--- src/rtl/serial_shift_reg.sv ---
module serial_shift_reg #(
  parameter int WIDTH         = 8,
  parameter int SYNC_STAGES   = 2,
  parameter bit SHIFT_ON_RISE = 1'b1
) (
  input  logic             clk,
  input  logic             rst_n,
  input  logic [1:0]       clk_sel,
  input  logic             wr_en,
  input  logic [WIDTH-1:0] wr_data,
  output logic [WIDTH-1:0] rd_data,
  input  logic             soft_strobe,
  input  logic             timer_match,
  input  logic             ser_clk_in,
  input  logic             ser_data_in,
  output logic             ser_data_out
);
  localparam int MSB = WIDTH - 1;
  localparam int LST = SYNC_STAGES - 1;

  logic [LST:0]   clk_sync, dat_sync;
  logic           clk_prev, held_q;
  logic [MSB:0]   shreg_q;
  logic           ext_sel, ext_level, ext_edge, shift_now, shift_bit, latch_open;

  always_ff @(posedge clk or negedge rst_n) begin
    if (!rst_n) begin
      clk_sync <= '0;
      dat_sync <= '0;
      clk_prev <= 1'b0;
    end else begin
      clk_sync <= {clk_sync[LST-1:0], ser_clk_in};
      dat_sync <= {dat_sync[LST-1:0], ser_data_in};
      clk_prev <= clk_sync[LST];
    end
  end

  assign ext_sel   = (clk_sel == 2'b01);
  assign ext_level = SHIFT_ON_RISE ? clk_sync[LST] : ~clk_sync[LST];
  assign ext_edge  = SHIFT_ON_RISE ? (clk_sync[LST] & ~clk_prev)
                                   : (~clk_sync[LST] & clk_prev);

  always_comb begin
    case (clk_sel)
      2'b01:   shift_now = ext_edge;
      2'b10:   shift_now = timer_match;
      2'b11:   shift_now = soft_strobe;
      default: shift_now = 1'b0;
    endcase
  end

  assign shift_bit = ext_sel ? dat_sync[LST] : ser_data_in;

  always_ff @(posedge clk or negedge rst_n) begin
    if (!rst_n)         shreg_q <= '0;
    else if (wr_en)     shreg_q <= wr_data;
    else if (shift_now) shreg_q <= {shreg_q[MSB-1:0], shift_bit};
  end

  assign latch_open   = ~ext_sel | ext_level;
  assign ser_data_out = latch_open ? shreg_q[MSB] : held_q;

  always_ff @(posedge clk or negedge rst_n) begin
    if (!rst_n) held_q <= 1'b0;
    else        held_q <= ser_data_out;
  end

  assign rd_data = shreg_q;
endmodule

--- config.mk ---
export PLATFORM = sky130hd
export DESIGN_NAME = serial_shift_reg
export DESIGN_NICKNAME = d
export VERILOG_FILES = /design/src/rtl/serial_shift_reg.sv
export SDC_FILE = /design/constraint.sdc
export NUM_CORES = 1
export LEC_CHECK = 0
export ABC_AREA = 0
export BUFFER_PORTS_ARGS = -buffer_cell sky130_fd_sc_hd__buf_2
export CAP_MARGIN = 10
export CORE_MARGIN = 2
export CORE_UTILIZATION = 40
export DETAILED_ROUTE_END_ITERATION = 10
export HOLD_SLACK_MARGIN = 0.12
export PLACE_DENSITY = 0.71
export REMOVE_ABC_BUFFERS = 1
export SYNTH_ARGS = -nofsm -noshare
export SYNTH_HDL_FRONTEND = slang
export SYNTH_SLANG_ARGS = --single-unit
--- constraint.sdc ---
create_clock -name clk -period 1.36 [get_ports clk]
set_input_delay 0.136 -clock clk [delete_from_list [all_inputs] [get_ports clk]]
set_output_delay 0.136 -clock clk [all_outputs]
set_load 0.005 [all_outputs]
==> impl_metrics.yaml, run 1 <==
worst_setup_path:
  reg2reg_slack_ns: -0.06
  critPathMaxFanout: 4
  reg2reg_to: "rd_data[3]$_DFFE_PN0P_"
  start_kind: "flip-flop"
  r2r_start: "clk_sync[1]$_DFF_PN0_"
  reg2reg_depth: 4
  worst-setup-path-type: "flip-flop to flip-flop"
  critPathRequiredTime_ns: 1.52
  arrival_ns: 1.58
  endpoint_kind: "flip-flop"
grt:
  grt_max_degree: 15
  antenna_found_initial: 0
  grt_pass1_vias: 452
  track_usage_pct: 13.40
  grt_overflow_total: 0
  grt_pass1_wl_um: 1938
outcome:
  status: "finished, violations left"
  violations: "negative setup slack"
routing:
  vias_per_cell: 5.090
  first_pass_iters: 3
  final_antenna_net_count: 0
  wl_um: 1117
  wire_per_inst_um: 12.55
  drc_errors: 0
  drtIter0Drc: 1
  vias: 453
pwr:
  peakVddDrop_v: 0.0007166
  p_leak_nw: 0.4467
  p_per_area_nw_per_um2: 1199
clock_network:
  tritoncts: "done"
  clk_latency_ns: 0.27
  cts.sinks: 14
  cts_max_level: 1
  cts_made_buffers: 3
  cts-root-buf: "clkbuf_4"
  clk_pin_slew_ns: 0.08
  cts.path.max_buffers: 2
placement:
  globalplace.congestion: 0.7171
  dpl_cell_area_um2: 780.7
  dp_slack_ns: -0.1035
  dpl.cell_count: 82
  portBuffers: 25
hold_path:
  holdPathEnd: "rd_data[6]$_DFFE_PN0P_"
  hold_path.class: "primary input to flip-flop"
  hold_depth: 3
  min_from: "wr_data[6]"
yosys:
  yosysWarningCount: 0
  synth_cell_type_count: 11
  synth-seq-area-share_pct: 56.00
  yosysTopAreaCellShare_pct: 56.00
  avgSynthCellArea_um2: 15.64
  syn_area_um2: 625.6
  synth_top_area_cell: "dfrtp_1"
  yosys-top-cells-area: "dfrtp_1 56%, mux2_2 29%, a221oi_4 4.2%, mux2_4 2.4%, nor2b_1 2.0%"
  synth_cells: 40
  synth-seq-cells: 14
sta:
  slew_viol_final: 0
  setup_viol: 9
  fmax_mhz: 704.6
  timing.final.crit_share_pct: 104.4
  worst_slew_pin_slew_ns: 0.3309
  hold_viol: 0
  rsz0062_at_grt: "true"
  min_period_ns: 1.419
  fin_skew_ns: 0.002624
  layout_setup_ws_ns: -0.05931
  slew_headroom_pct: 77.66
run:
  maxCapViolations: 0
die:
  die_w_um: 43.55
  core_um2: 1489
  num_rows: 14
  fp.dieH_um: 43.55
  io_pins: 26
  start_util_pct: 42.02
  die-area_um2: 1896
finish:
  stdcell_area_um2: 902.1
  diodes: 0
  syn2layout_area_growth_pct: 44.20
  drive_gt1_share_pct: 69.86
  final_cells: 89
  fin_nets: 91
[repair_timing]
item                       in CTS  in global routing
hold endpoints to repair       16                  0
hold buffers                    3                  0
pin swaps                       1                  0
setup buffers                   0                  0
setup endpoints to repair       9                  9
gates resized for setup        14                  0
[state kept, by name, indices dropped and copies added (netlist names)]
register	cells
clk_prev	1
rd_data	8
dat_sync	2
clk_sync	2
held_q	1
[cells by family (layout without fill, tap and decap cells)]
logic type / after synthesis / count (layout) / synth area share (%)
mux: 17 / 17 / 31.20
flops: 14 / 14 / 56.00
simple gates: 5 / 5 / 5.799
compound gates: 2 / 2 / 5.601
buf+inv: 2 / 35 / 1.399
[power breakdown]
group          internal, W  switching, W  total (W)
combinational     0.000187     0.0000926   0.000280
clock             0.000162      0.000124   0.000286
sequential        0.000477     0.0000387   0.000516
[cells in the mapped netlist (all sizes together)]
master and n:
dfrtp 14, nand2 1, o311ai 1, or4bb 1, nor2b 3, a221oi 1
inv 1, buf 1, mux2 17
[worst max path at each step]
stage,startpoint,to,slack (ns),cells after the start
2_1_floorplan,clk_sync[1]$_DFF_PN0_,rd_data[0]$_DFFE_PN0P_,-0.07,3
3_3_place_gp,clk_sync[1]$_DFF_PN0_,rd_data[3]$_DFFE_PN0P_,-0.07,4
3_5_place_dp,clk_sync[1]$_DFF_PN0_,rd_data[3]$_DFFE_PN0P_,-0.10,4
4_1_cts,clk_sync[1]$_DFF_PN0_,ser_data_out,-0.07,3
5_1_grt,clk_sync[1]$_DFF_PN0_,ser_data_out,-0.11,3
6_report,clk_sync[1]$_DFF_PN0_,rd_data[3]$_DFFE_PN0P_,-0.06,4
[cell type report]
cell class	instances	area (um^2)
well taps	16	20.02
flip-flops and latches	14	350.3
repair buffers	30	183.9
multi-input cells	24	307.8
inverters	1	3.754
clock buffers	4	36.28
fillers	118	586.8
[cells in the final DEF, fill, tap and decap left out]
cell	n
a221oi_4	1
buf_2	24
buf_6	3
clkbuf_4	3
clkbuf_8	1
dfrtp_1	14
dlygate4sd3_1	3
inv_1	1
mux2_2	7
mux2_4	10
nand2_1	1
nor2b_1	1
nor2b_2	1
nor2b_4	1
o311ai_0	1
or4bb_1	1
[through the flow]
stage | utilization (%) | hold WS, ns | setup TNS (ns) | total power [W]
4_1_cts | 60.59 | 0.2168 | -0.5316 | 0.001095
2_1_floorplan | - | -0.1596 | -0.5837 | 0.0006288
6_report | 60.59 | 0.2248 | -0.4965 | 0.001082
5_1_grt | 60.59 | 0.2247 | -0.8567 | 0.001144
3_5_place_dp | 52.44 | 0.03992 | -0.7457 | 0.0007435
3_3_place_gp | 52.44 | 0.04486 | -0.4794 | 0.0007371
[worst max-delay path: stages, from the launching register on]
cell and delay [ns]:
dfrtp_1 0.40, nor2b_4 0.14, a221oi_4 0.30, buf_6 0.17
mux2_4 0.30
[metal layers]
layer,global-route usage [%],vias to the layer above,part of all wire (%)
met3,2.500,0,5.9
met2,20.00,16,47
li1,-,212,-
met1,19.24,225,47
met4,5.455,0,0
met5,0,-,0
Note: power is estimated with default switching activity, not from simulation.
==> inputs of run 2 (changes only) <==
REMOVE_ABC_BUFFERS = not set   (was 1)
==> impl_metrics.yaml, run 2 (synthesized netlist as in run 1, its figures left out) <==
hold_path:
  hold_path.class: "primary input to flip-flop"
  min_from: "wr_data[1]"
finish:
  fin_nets: 95
  final_common_cell: "buf_2"
  drive_gt1_share_pct: 72.73
  diodes: 0
  stdcell_area_um2: 948.4
  syn2layout_area_growth_pct: 51.60
  fillers: 112
  largest_register_ff_count: 8
  final_cell_mix: "24 x buf_2, 14 x dfrtp_1, 10 x mux2_4, 7 x mux2_2, 4 x buf_4"
routing:
  final_antenna_net_count: 0
  first_pass_iters: 3
  vias_per_cell: 5.022
  drtIter0Drc: 2
  wl_um: 1260
  wire_per_inst_um: 13.55
  drc_errors: 0
  vias: 467
sta:
  rsz0062_at_grt: "true"
  slew_headroom_pct: 77.56
  slew_viol_final: 0
  tns_ns: -0.5920
  worst_hold_slack_ns: 0.2248
  hold_viol: 0
  setup_viol: 9
  timing.final.crit_share_pct: 107.3
  layout_setup_ws_ns: -0.09918
  fin_skew_ns: 0.001869
  worst_slew_pin_slew_ns: 0.3324
  fmax_mhz: 685.3
  min_period_ns: 1.459
clock_network:
  tritoncts: "done"
  cts-root-buf: "clkbuf_4"
  clk_latency_ns: 0.27
  cts_made_buffers: 3
  cts.sinks: 14
  cts_max_level: 1
  clk_pin_slew_ns: 0.08
  cts.path.max_buffers: 2
worst_setup_path:
  worst-setup-path-type: "flip-flop to output port"
  crit_slowest_cell: "dfrtp_1"
  start_kind: "flip-flop"
  critPathMaxFanout: 2
  worstPathCellList: "buf_6 -> nor2b_4 -> mux2_4 -> buf_6"
  critPathRequiredTime_ns: 1.22
  crit_path_start: "clk_sync[1]$_DFF_PN0_"
  path_common_cell: "buf_6"
  cp_slowest_stage_delay_ns: 0.40
  arrival_ns: 1.32
  r2r_start: "clk_sync[1]$_DFF_PN0_"
  endpoint_kind: "output port"
yosys:
  synth_fp_nets: 57
pwr:
  p_per_area_nw_per_um2: 1171
  p_leak_nw: 0.4717
  peakVddDrop_v: 0.0007667
die:
  num_rows: 14
  io_pins: 26
  die_w_um: 43.55
  die-area_um2: 1896
  fp.dieH_um: 43.55
  core_um2: 1489
  start_util_pct: 42.02
placement:
  globalplace.congestion: 0.7083
  hpwl_um: 843.2
  portBuffers: 25
  dpl_cell_area_um2: 819.5
grt:
  track_usage_pct: 14.99
  grt_overflow_total: 0
  grt_max_degree: 15
  grt_pass1_wl_um: 2083
  grt_pass1_vias: 461
  antenna_found_initial: 0
run:
  maxCapViolations: 0
outcome:
  violations: "negative setup slack"
  status: "finished, violations left"
## run 2: worst paths after layout
| kind | to | slack [ns] | depth (start not counted) |
|---|---|---|---|
| worst max-delay path | ser_data_out | -0.1 | 4 |
| worst min-delay path | rd_data[1]$_DFFE_PN0P_ | 0.22 | 3 |
| worst max register to register | rd_data[3]$_DFFE_PN0P_ | -0.06 | 4 |
| worst min register to register | clk_sync[1]$_DFF_PN0_ | 0.35 | 0 |
| max in group asynchronous | rd_data[3]$_DFFE_PN0P_ | 0.84 | 2 |
| min in group asynchronous | dat_sync[0]$_DFF_PN0_ | 0.29 | 2 |
## run 2: through the flow
stage / setup WS (ns) / std cells / utilization (%) / power (W)
6_report: -0.09918 / 93 / 63.70 / 0.001111
3_5_place_dp: -0.08718 / 84 / 55.04 / 0.0007620
5_1_grt: -0.1597 / 93 / 63.70 / 0.001177
4_1_cts: -0.1113 / 92 / 63.19 / 0.001124
2_1_floorplan: -0.05734 / 40 / - / 0.0006404
3_3_place_gp: -0.06708 / 84 / 55.04 / 0.0007553
## run 2: final cells by class
cell class | count | area [um^2] | area share, %
inverter | 1 | 3.754 | 0.3958
clock buffer | 4 | 36.28 | 3.826
sequential | 14 | 350.3 | 36.94
multi-input combinational | 24 | 315.3 | 33.25
timing repair buffer | 34 | 222.7 | 23.48
tap | 16 | 20.02 | 2.111
## run 2: what timing repair did
action / in CTS / in global routing
hold endpoints to repair: 16 / 0
setup endpoints to repair: 9 / 9
buffers inserted: 1 / 1
hold buffers: 3 / 0
gates resized for setup: 12 / 0
## run 2: per-layer routing
layer | vias to the layer above | part of all wire, % | wire, um | track usage, %
met2 | 17 | 46 | 579 | 22.06
met1 | 229 | 46 | 585 | 20.86
met5 | - | 0 | 0 | 0
met4 | 0 | 0.63 | 8 | 7.273
met3 | 2 | 6.8 | 86 | 3.333
li1 | 219 | - | - | -
## run 2: report_power, final
group,total [W],internal (W),leakage [nW],switching [W]
clock network,0.000289,0.000162,0.0210,0.000127
logic,0.000301,0.000204,0.286,0.0000966
registers,0.000521,0.000477,0.164,0.0000434
total,0.00111,0.000844,0.472,0.000267
## run 2: worst max-delay path: cells and delay by family (launching register included)
family	cells	cell delay (ns)
buf+inv	2	0.25
simple gates	1	0.10
mux	1	0.31
flops	1	0.40
==> inputs of run 3 (changes only) <==
PLACE_DENSITY = 0.79   (was 0.71)
==> impl_metrics.yaml, run 3 (synthesized netlist as in run 1, its figures left out) <==
grt:
  grt_overflow_total: 0
  grt_max_degree: 15
  antenna_found_initial: 0
  grt_pass1_vias: 459
  grt_pass1_wl_um: 1959
  track_usage_pct: 14.47
clock_network:
  clk_pin_slew_ns: 0.08
  cts-root-buf: "clkbuf_4"
  tritoncts: "done"
  cts.path.max_buffers: 2
  clk_latency_ns: 0.26
  cts_max_level: 1
  cts_made_buffers: 3
  cts.sinks: 14
run:
  maxCapViolations: 0
sta:
  rsz0062_at_grt: "true"
  hold_viol: 0
  timing.final.crit_share_pct: 106.0
  slew_viol_final: 0
  fin_skew_ns: 0.004847
  layout_setup_ws_ns: -0.08165
  fmax_mhz: 693.6
  setup_viol: 9
  slew_headroom_pct: 78.15
  worst_slew_pin_slew_ns: 0.3237
  tns_ns: -0.6533
  min_period_ns: 1.442
finish:
  stdcell_area_um2: 900.9
  final_cell_mix: "24 x buf_2, 14 x dfrtp_1, 10 x mux2_4, 7 x mux2_2"
  fin_nets: 92
  drive_gt1_share_pct: 69.86
  final_common_cell: "buf_2"
  syn2layout_area_growth_pct: 44.00
  diodes: 0
  largest_register_ff_count: 8
  post-route-util_pct: 60.50
worst_setup_path:
  critPathRequiredTime_ns: 1.51
  endpoint_kind: "flip-flop"
  worst-setup-path-type: "flip-flop to flip-flop"
  crit_path_start: "clk_sync[1]$_DFF_PN0_"
  arrival_ns: 1.60
  reg2reg_slack_ns: -0.08
  critPathMaxFanout: 8
  r2r_start: "clk_sync[1]$_DFF_PN0_"
  start_kind: "flip-flop"
die:
  core_um2: 1489
  io_pins: 26
  fp.dieH_um: 43.55
  die_w_um: 43.55
  die-area_um2: 1896
  num_rows: 14
  start_util_pct: 42.02
yosys:
  synth_fp_nets: 57
pwr:
  p_per_area_nw_per_um2: 1129
  peakVddDrop_v: 0.0005917
  p_leak_nw: 0.4463
  power_w: 0.001017
routing:
  vias_per_cell: 5.124
  first_pass_iters: 2
  drtIter0Drc: 4
  wl_um: 1230
  final_antenna_net_count: 0
  vias: 456
  drc_errors: 0
  wire_per_inst_um: 13.82
hold_path:
  hold_path.class: "primary input to flip-flop"
  min_from: "wr_data[3]"
placement:
  globalplace.congestion: 0.6948
  portBuffers: 25
  dp_slack_ns: -0.08811
  dpl_cell_area_um2: 812.0
  hpwl_um: 922.1
outcome:
  status: "finished, violations left"
  violations: "negative setup slack"
[run 3: cell types whose count changed in the layout (fill, tap and decap cells not counted), sizes merged]
cell    delta
buf        -3
clkbuf     -1
[run 3: what timing repair did]
action,in CTS,in global routing
endpoints found under the setup margin,9,9
pin swaps,0,1
hold buffers,3,0
setup buffers,0,0
hold endpoints to repair,16,0
resized for setup,3,6
[run 3: per-stage QoR]
step	std cells	hold WS, ns
detailed placement	83	0.03903
floorplan	40	-0.1596
global route	89	0.2270
global placement	83	0.03895
CTS	89	0.2271
finish	89	0.2311
[run 3: critical path, cell delays in order (launching register included)]
cell and delay [ns]:
dfrtp_1 0.40, nor2b_4 0.14, a221oi_4 0.31, buf_12 0.18, mux2_4 0.30
[run 3: metal layers]
metal  vias to the layer above  wire length, um  track usage, %
li1                        214                -               -
met1                       224              544           17.44
met2                        16              605           23.82
met3                         2               63           1.250
met4                         0               16           10.91
met5                         -                0               0
[run 3: layout make-up]
type / instances / area [um^2]
well taps: 16 / 20.02
inverters: 1 / 3.754
multi-input cells: 24 / 307.8
fillers: 125 / 588.1
flip-flops and latches: 14 / 350.3
clock buffers: 3 / 22.52
repair buffers: 31 / 196.4
[run 3: where the power goes]
part           internal, W  switching (W)  total [W]
Sequential        0.000477      0.0000406   0.000518
Combinational     0.000191      0.0000943   0.000285
Clock             0.000102       0.000112   0.000214
Total             0.000770       0.000246    0.00102
[run 3: path summary, 6_finish.rpt]
| kind | to | depth (start not counted) |
|---|---|---|
| hold / removal | rd_data[3]$_DFFE_PN0P_ | 3 |
| setup / recovery | rd_data[1]$_DFFE_PN0P_ | 4 |
| max in group asynchronous | held_q$_DFF_PN0_ | 2 |
| hold reg to reg | dat_sync[1]$_DFF_PN0_ | 0 |
| setup reg to reg | rd_data[1]$_DFFE_PN0P_ | 4 |
| min in group asynchronous | rd_data[1]$_DFFE_PN0P_ | 2 |
